<file path="config.mk">
export PLATFORM = sky130hd
export DESIGN_NAME = pkt_loopback
export DESIGN_NICKNAME = d
export VERILOG_FILES = /design/src/rtl/lb_pkg.sv /design/src/rtl/lb_cfg_reg.sv /design/src/rtl/lb_gap_mon.sv /design/src/rtl/lb_rx_path.sv /design/src/rtl/pkt_loopback.sv
export SDC_FILE = /design/constraint.sdc
export NUM_CORES = 1
export LEC_CHECK = 0
export BUFFER_PORTS_ARGS = -buffer_cell sky130_fd_sc_hd__buf_4
export CAP_MARGIN = 20
export CORE_MARGIN = 8
export CORE_UTILIZATION = 43
export DETAILED_ROUTE_END_ITERATION = 8
export PLACE_DENSITY = 0.68
export RECOVER_POWER = 25
export SYNTH_ARGS = -nofsm -noshare
export SYNTH_HDL_FRONTEND = slang
export SYNTH_SLANG_ARGS = --single-unit
</file>
<file path="constraint.sdc">
create_clock -name clk -period 1.9 [get_ports clk]
set_input_delay 0.38 -clock clk [delete_from_list [all_inputs] [get_ports clk]]
set_output_delay 0.38 -clock clk [all_outputs]
set_load 0.005 [all_outputs]
</file>
<file path="src/rtl/lb_pkg.sv">
package lb_pkg;
    localparam int NPORT      = 4;
    localparam int DW         = 32;
    localparam int BYTES      = DW / 8;
    localparam int PW         = $clog2(NPORT);
    localparam int MW         = $clog2(BYTES);
    localparam int HW         = DW / 2;
    localparam int PRE_BYTES  = 2;

    localparam logic [MW-1:0] PRE_MOD = MW'(PRE_BYTES);

    typedef struct packed {
        logic [DW-1:0] data;
        logic          sop;
        logic          eop;
        logic [MW-1:0] mod;
        logic [PW-1:0] port;
    } bus_word_t;

    // an end word whose used bytes fit behind the carried half word
    function automatic logic ends_in_place(input logic [MW-1:0] mod);
        return mod >= PRE_MOD;
    endfunction
endpackage

</file>
<file path="src/rtl/lb_cfg_reg.sv">
module lb_cfg_reg
    import lb_pkg::*;
(
    input  logic             clk,
    input  logic             rst,
    input  logic             we,
    input  logic [NPORT-1:0] lb_in,
    input  logic             pre_in,
    output logic [NPORT-1:0] lb_q,
    output logic             pre_q
);
    always_ff @(posedge clk) begin
        if (rst) begin
            lb_q  <= '0;
            pre_q <= 1'b0;
        end else if (we) begin
            lb_q  <= lb_in;
            pre_q <= pre_in;
        end
    end
endmodule

</file>
<file path="src/rtl/lb_gap_mon.sv">
module lb_gap_mon (
    input  logic clk,
    input  logic rst,
    input  logic valid,
    input  logic sop,
    input  logic eop,
    input  logic pre,
    output logic viol,
    output logic err
);
    logic last_eop_q;

    assign viol = pre & valid & sop & last_eop_q;

    always_ff @(posedge clk) begin
        if (rst) begin
            last_eop_q <= 1'b0;
            err        <= 1'b0;
        end else begin
            last_eop_q <= valid & eop;
            err        <= err | viol;
        end
    end
endmodule

</file>
<file path="src/rtl/lb_rx_path.sv">
module lb_rx_path
    import lb_pkg::*;
(
    input  logic             clk,
    input  logic             rst,
    input  bus_word_t        in_w,
    input  logic             in_valid,
    input  logic [NPORT-1:0] lb_q,
    input  logic             pre_q,
    input  logic             viol,
    output bus_word_t        out_w,
    output logic             out_valid
);
    logic          active_q;
    logic          pp_q;
    logic          pend_q;
    logic [PW-1:0] port_q;
    logic [HW-1:0] hold_q;
    logic [MW-1:0] pend_mod_q;

    logic          sel_en;
    logic          take;
    logic          eff_pp;
    logic [PW-1:0] eff_port;
    logic [HW-1:0] prev_low;
    logic [DW-1:0] shifted;

    always_comb begin
        sel_en   = lb_q[in_w.port] & ~viol;
        take     = in_valid & (in_w.sop ? sel_en : active_q);
        eff_pp   = in_w.sop ? pre_q : pp_q;
        eff_port = in_w.sop ? in_w.port : port_q;
        prev_low = in_w.sop ? '0 : hold_q;
        shifted  = {prev_low, in_w.data[DW-1:HW]};
    end

    always_ff @(posedge clk) begin
        if (rst) begin
            active_q   <= 1'b0;
            pp_q       <= 1'b0;
            pend_q     <= 1'b0;
            port_q     <= '0;
            hold_q     <= '0;
            pend_mod_q <= '0;
            out_w      <= '0;
            out_valid  <= 1'b0;
        end else begin
            out_valid <= 1'b0;
            out_w.sop <= 1'b0;
            out_w.eop <= 1'b0;

            if (in_valid) begin
                if (in_w.sop) begin
                    active_q <= sel_en & ~in_w.eop;
                    pp_q     <= pre_q;
                    port_q   <= in_w.port;
                end else if (in_w.eop) begin
                    active_q <= 1'b0;
                end
            end

            if (pend_q) begin
                out_valid  <= 1'b1;
                out_w.data <= {hold_q, {HW{1'b0}}};
                out_w.eop  <= 1'b1;
                out_w.mod  <= pend_mod_q;
                out_w.port <= port_q;
                pend_q     <= 1'b0;
            end else if (take) begin
                out_valid  <= 1'b1;
                out_w.sop  <= in_w.sop;
                out_w.port <= eff_port;
                if (!eff_pp) begin
                    out_w.data <= in_w.data;
                    out_w.eop  <= in_w.eop;
                    out_w.mod  <= in_w.mod;
                end else begin
                    out_w.data <= shifted;
                    hold_q     <= in_w.data[HW-1:0];
                    if (in_w.eop && ends_in_place(in_w.mod)) begin
                        out_w.eop <= 1'b1;
                        out_w.mod <= in_w.mod - PRE_MOD;
                    end else begin
                        out_w.mod <= '0;
                        if (in_w.eop) begin
                            pend_q     <= 1'b1;
                            pend_mod_q <= in_w.mod + PRE_MOD;
                        end
                    end
                end
            end
        end
    end
endmodule

</file>
<file path="src/rtl/pkt_loopback.sv">
module pkt_loopback
    import lb_pkg::*;
(
    input  logic             clk,
    input  logic             rst,
    input  logic             cfg_we,
    input  logic [NPORT-1:0] cfg_lb_en,
    input  logic             cfg_prepend,
    input  logic             tx_valid,
    input  logic             tx_sop,
    input  logic             tx_eop,
    input  logic [PW-1:0]    tx_port,
    input  logic [MW-1:0]    tx_mod,
    input  logic [DW-1:0]    tx_data,
    output logic             ln_valid,
    output logic             ln_sop,
    output logic             ln_eop,
    output logic [PW-1:0]    ln_port,
    output logic [MW-1:0]    ln_mod,
    output logic [DW-1:0]    ln_data,
    output logic             rx_valid,
    output logic             rx_sop,
    output logic             rx_eop,
    output logic [PW-1:0]    rx_port,
    output logic [MW-1:0]    rx_mod,
    output logic [DW-1:0]    rx_data,
    output logic             err_gap
);
    bus_word_t        tx_w;
    bus_word_t        ln_q;
    bus_word_t        rx_w;
    logic             ln_valid_q;
    logic [NPORT-1:0] lb_q;
    logic             pre_q;
    logic             viol;

    assign tx_w = '{data: tx_data, sop: tx_sop, eop: tx_eop, mod: tx_mod, port: tx_port};

    lb_cfg_reg u_cfg (
        .clk    (clk),
        .rst    (rst),
        .we     (cfg_we),
        .lb_in  (cfg_lb_en),
        .pre_in (cfg_prepend),
        .lb_q   (lb_q),
        .pre_q  (pre_q)
    );

    lb_gap_mon u_gap (
        .clk   (clk),
        .rst   (rst),
        .valid (tx_valid),
        .sop   (tx_sop),
        .eop   (tx_eop),
        .pre   (pre_q),
        .viol  (viol),
        .err   (err_gap)
    );

    lb_rx_path u_rx (
        .clk       (clk),
        .rst       (rst),
        .in_w      (tx_w),
        .in_valid  (tx_valid),
        .lb_q      (lb_q),
        .pre_q     (pre_q),
        .viol      (viol),
        .out_w     (rx_w),
        .out_valid (rx_valid)
    );

    // line-side copy of every transmit word
    always_ff @(posedge clk) begin
        if (rst) begin
            ln_q       <= '0;
            ln_valid_q <= 1'b0;
        end else begin
            ln_valid_q <= tx_valid;
            if (tx_valid) begin
                ln_q <= tx_w;
            end else begin
                ln_q.sop <= 1'b0;
                ln_q.eop <= 1'b0;
            end
        end
    end

    assign ln_valid = ln_valid_q;
    assign ln_sop   = ln_q.sop;
    assign ln_eop   = ln_q.eop;
    assign ln_port  = ln_q.port;
    assign ln_mod   = ln_q.mod;
    assign ln_data  = ln_q.data;

    assign rx_sop  = rx_w.sop;
    assign rx_eop  = rx_w.eop;
    assign rx_port = rx_w.port;
    assign rx_mod  = rx_w.mod;
    assign rx_data = rx_w.data;
endmodule

</file>
Yosys cells after proc, flatten, opt, wreduce, memory -nomap -nowiden
Cells that the tools add are included.
{"block": "classes", "order_cmp": 2, "n_reduce_logical": 10, "n_addsub": 2, "muxes": 18, "bitwise": 15}
{"operator": "32-bit two-way mux", "count": 2}
{"operator": "38-bit two-way mux", "count": 1}
{"operator": "16-bit two-way mux", "count": 1}
{"operator": "1-bit two-way mux", "count": 9}
{"operator": "1-bit bitwise AND", "count": 7}
{"operator": "1-bit inverter", "count": 7}
{"operator": "5-bit two-way mux", "count": 1}
{"operator": "5-bit AND reduction", "count": 1}
{"operator": "5-bit OR reduction", "count": 1}
{"operator": "2-bit two-way mux", "count": 2}
{"operator": "2-bit nonzero test", "count": 2}
{"operator": "2-bit OR reduction", "count": 2}
{"operator": "2-bit by 3-bit < comparator with 1-bit output (second input constant)", "count": 1}
{"operator": "3-bit two-way mux", "count": 1}
{"operator": "3-bit AND reduction", "count": 1}
{"operator": "3-bit OR reduction", "count": 1}
{"operator": "2-bit adder (second input constant)", "count": 1}
{"operator": "1-bit binary-select mux with 2-bit select", "count": 1}
{"operator": "2-bit greater-or-equal comparator (second input constant)", "count": 1}
{"operator": "2-bit AND reduction", "count": 1}
{"operator": "2-bit subtractor (second input constant)", "count": 1}
{"operator": "1-bit logical AND", "count": 1}
{"operator": "1-bit OR", "count": 1}
{"block": "word_totals", "in_bits": 47, "out_inout_bits": 79, "wordCells": 70, "reg_bits": 108}

Logic depth before layout (Yosys ltp)
{"block": "logic_depth", "depth_word": 9, "mapped_depth": 7, "ltp_nobuf": 4}

Hierarchy
A second synthesis with hierarchy kept.
{"block": "unflattened", "cells_unflattened": 494, "hier_area_um2": 4569.4}
{"module": "lb_rx_path", "seq_area_each_um2": 1241.2, "area_each_um2": 2932.8, "cells_per_inst": 350, "instances": 1}
{"module": "pkt_loopback", "seq_area_each_um2": 780.7, "area_each_um2": 1387.6, "cells_per_inst": 122, "instances": 1}
{"module": "lb_cfg_reg", "seq_area_each_um2": 100.1, "area_each_um2": 180.2, "cells_per_inst": 16, "instances": 1}
{"module": "lb_gap_mon", "seq_area_each_um2": 40.0, "area_each_um2": 68.8, "cells_per_inst": 6, "instances": 1}

Least setup slack after synthesis
Ideal clock, no wire load.
{"block": "synth_timing", "path_type": "input -> register", "startpoint": "in tx_valid", "endpoint": "reg u_rx.hold_q[10]", "cell_stages": 7, "path_buffers": 3, "required_time_ns": 1.828, "setup_time_ns": 0.072, "t_arrival_ns": 1.858, "slack_ns": -0.030, "path_cell_list": "buf_6 -> and4_4 -> or2_1 -> buf_2 -> nor4_4 -> buf_6 -> mux2i_1"}
{"block": "synth_between", "elab_chain_cells": 8}
{"item": "start, declared", "line": "pkt_loopback.sv:9", "text": "input logic tx_valid,"}
{"item": "1-bit bitwise AND (3 in series)", "line": "lb_gap_mon.sv:13", "text": "assign viol = pre & valid & sop & last_eop_q;"}
{"item": "1-bit inverter", "line": "lb_rx_path.sv:29", "text": "sel_en = lb_q[in_w.port] & ~viol;"}
{"item": "1-bit bitwise AND", "line": "lb_rx_path.sv:29"}
{"item": "1-bit two-way mux", "line": "lb_rx_path.sv:30", "text": "take = in_valid & (in_w.sop ? sel_en : active_q);"}
{"item": "1-bit bitwise AND (*)", "line": "lb_rx_path.sv:30"}
{"item": "3-bit AND reduction (no source line) (*)"}
{"item": "end signal, assigned", "line": "lb_rx_path.sv:79", "text": "hold_q <= in_w.data[HW-1:0];"}
{"item": "end, declared", "line": "lb_rx_path.sv:18", "text": "logic [HW-1:0] hold_q;"}
Mark *: on every way between the ends. The rest lies on a longest branch, timed or not.
A chain may end at the register's enable or synchronous reset.

Final worst setup path
{"block": "layout_timing", "startpoint": "reg u_cfg.pre_q", "endpoint": "reg u_rx.hold_q[8]"}
{"block": "layout_between", "elab_chain_cells": 8, "elab_cells_between_ends": 9, "cone_classes": "2 x mux; 6 x bitwise; 1 x reduce/logical"}
{"item": "start, declared", "line": "lb_cfg_reg.sv:10", "text": "output logic pre_q"}
{"item": "start signal, assigned", "line": "lb_cfg_reg.sv:18", "text": "pre_q <= pre_in;"}
{"item": "1-bit bitwise AND (3 in series)", "line": "lb_gap_mon.sv:13"}
{"item": "1-bit inverter", "line": "lb_rx_path.sv:29"}
{"item": "1-bit bitwise AND", "line": "lb_rx_path.sv:29"}
{"item": "1-bit two-way mux", "line": "lb_rx_path.sv:30"}
{"item": "1-bit bitwise AND", "line": "lb_rx_path.sv:30"}
{"item": "3-bit AND reduction (no source line) (*)"}
Marked as above.

==> flow_metrics.tcl <==
set metrics [dict create \
    synth_nets 507 \
    synth_seq_cells 108 \
    avgSynthCellArea_um2 9.78 \
    relSlewSlack_pct 23.0 \
    p_sw_share_pct 27.7 \
    p_int_uw 3270 \
    power_switching_uw 1260 \
    finClkSkew_ns 0.0171 \
    ys_seq_area_share_pct 48.1 \
    layout_common_cells "buf_4, dfxtp_1, mux2i_1" \
    grt.total_usage_pct 17.7 \
    worst-path-buf-inv 2 \
    cts_root_buffer "clkbuf_8" \
    groute.layer.met2.usage_pct 28.7 \
    postCtsSetupBuffers 0 \
    irDropWorstVdd_mv 0.432 \
    critPathMaxFanout 10 \
    worstPathRequired_ns 2.19 \
    pwr_density_cell_nw_per_um2 778 \
    numPortBuffers 125 \
    fin_cells 715 \
    grt_pass1_vias 3857 \
    busiest_layer "met2" \
    power_frac_seq_pct 54.2 \
    worstSetupPathType "reg2reg" \
    globalRouteMet1Util_pct 22.3 \
    crit_top_cell "buf_4" \
    post-route-period-util_pct 88.7 \
    num_io_pins 126 \
    ant_nets 0 \
    grt_use_met3_pct 3.57 \
    combPwrFrac_pct 17.1 \
    cts_tree "built" \
    crit_slowest_cell "dfxtp_1" \
    via_per_inst 5.29 \
    fp.coreArea_um2 10200 \
    wl_per_cell_um 17.4 \
    final.min_clock_period_ns 1.69 \
    rsz0062_at_grt "false" \
    drc_errors 0 \
    syn_to_final_growth_pct 29.4 \
    numCtsBuffers 9 \
    cts_max_level 3 \
    drive_above_1_share_pct 30.1 \
    post-dp-hpwl_um 8870 \
    crit_path_cell_trace "and4_4 -> or2_1 -> buf_4 -> nor4_4 -> buf_4 -> mux2i_1" \
    crit_path_start_kind "flip-flop" \
    start_util_pct 44.0 \
    path_clk_slew_ns 0.09 \
    worst_ep_arrival_time_ns 1.98 \
    clock-sinks 108 \
    final_cell_area_um2 5820 \
    synth_top_cells_by_area "dfxtp_1, mux2i_1, a311oi_1, nand2b_1, nor2_1" \
    slowest_delay_ns 0.33 \
    cts_resized 0 \
    grt_max_degree 63 \
    globalRouteOverflowTotal 0 \
    yosys.area.top_type "dfxtp_1" \
    routed_wl_um 12400 \
    drv_cap 0 \
    dieWidth_um 118 \
    hold_path.class "in2reg" \
    dpl_cell_area_um2 5660 \
    fp.dieH_um 118 \
    grt_pass1_wl_um 20200 \
    worst_setup_path_end_kind "flip-flop" \
    layout_commonest_cell "buf_4" \
    syn_area_um2 4500 \
    dieArea_um2 14000 \
    cts_hold_buf 0 \
    vias 3782 \
    hold_viol_final 0 \
    maxSlewViolCount 0 \
    insertion_delay_ns 0.38 \
    fmax_mhz 593 \
    synth_top_cell_area_share_pct 48.1 \
    synth_warnings 0 \
    critPathTopFamily "simple AND/OR/NAND/NOR gates" \
    cts_buffer_depth 2 \
    gp_congestion 0.834 \
    antenna_cells 0 \
    antenna_found_initial 0 \
    row_count 37 \
    placed_cells 699 \
    synth_cell_types 36 \
    setup_viol 0 \
    clkPwrFrac_pct 28.7 \
    syn_inst 460 \
    rrSetupSlack_ns 0.21 \
    drt-pass1-iter-count 4 \
    p_leak_uw 0.00244 \
    nets 621 \
    tightest_slew_ns 1.16 \
    initialDrtViolationCount 213 \
    outcome "finished clean" \
]
-- cells in the mapped netlist, drive strengths merged --
cell and n:
or2 2, mux2i 77, nor3b 1, o21ba 1
clkbuf 34, or4 1, nand2b 35, o211ai 1
a311oi 33, o31a 1, nor3 3, a31oi 1
nand3 20, and2 2, a211oi 21, inv 2
o2111ai 1, o21ai 3, nand2 25, nor2b 2
mux2 3, o22ai 1, nand4b 1, dfxtp 108
a21oi 23, buf 10, o22a 1, nor2 45
and4 1, nor4 1
-- worst paths after layout --
check | start | to | cells after the start
worst max register to register | u_cfg.pre_q | u_rx.hold_q[8] | 6
worst max-delay path | u_cfg.pre_q | u_rx.hold_q[8] | 6
worst min register to register | u_rx.port_q[1] | u_rx.port_q[1] | 2
worst min-delay path | cfg_prepend | u_cfg.pre_q | 3
-- tightest hold or removal path: stages --
cell     delay [ns]
buf_4          0.08
mux2i_1        0.05
nor2_1         0.07
-- state kept, by name, indices dropped and copies added (netlist names) --
name              count
ln_data              32
ln_eop                1
ln_mod                2
ln_port               2
ln_sop                1
ln_valid              1
u_cfg.lb_q            4
u_cfg.pre_q           1
u_gap.err             1
u_gap.last_eop_q      1
u_rx.active_q         1
u_rx.hold_q          16
u_rx.out_valid        1
u_rx.out_w           38
u_rx.pend_mod_q       2
u_rx.pend_q           1
u_rx.port_q           2
u_rx.pp_q             1
-- routing by layer --
metal / vias up / part of all wire, % / wire (um)
met5: - / 0 / 0
met4: 0 / 1.6 / 200
met3: 12 / 5.5 / 677
met2: 100 / 49 / 6030
met1: 1792 / 44 / 5510
li1: 1878 / - / -
-- power by group through the flow --
stage	Combinational [uW]	Sequential (uW)	Clock, uW
floorplan	381	2500	0
global placement	769	2500	0
detailed placement	786	2500	0
CTS	787	2450	1330
global route	847	2470	1430
finish	775	2450	1300
-- cell families (layout without fill, tap and decap cells) --
| kind of cell | count (synthesis) | in the layout | share of synthesized area (%) |
|---|---|---|---|
| AND/OR/NAND/NOR | 139 | 139 | 15.4 |
| flip-flops | 108 | 108 | 48.1 |
| AO/OA/AOI/OAI | 87 | 87 | 14.3 |
| multiplexers | 80 | 80 | 18.0 |
| buffers and inverters | 46 | 165 | 4.34 |
-- final cells by class --
class | instances | area, um2
repair buffers | 147 | 1130
inverters | 2 | 7.51
flip-flops and latches | 108 | 2160
well taps | 136 | 170
clock buffers | 10 | 128
clock inverters | 6 | 48.8
multi-input cells | 306 | 2170
fillers | 910 | 4410
-- stage by stage --
stage | worst slack (ns) | setup TNS (ns) | total power (uW) | util, % | hold WS, ns
floorplan | 0.0442 | 0 | 2890 | - | 0.436
global placement | -0.0584 | -0.982 | 3270 | 55.3 | 0.448
detailed placement | -0.129 | -1.84 | 3290 | 55.3 | 0.455
CTS | 0.0848 | 0 | 4570 | 57.0 | 0.226
global route | 0.0952 | 0 | 4750 | 56.9 | 0.241
finish | 0.214 | 0 | 4530 | 56.9 | 0.240
Note: power is estimated with default switching activity, not from simulation.
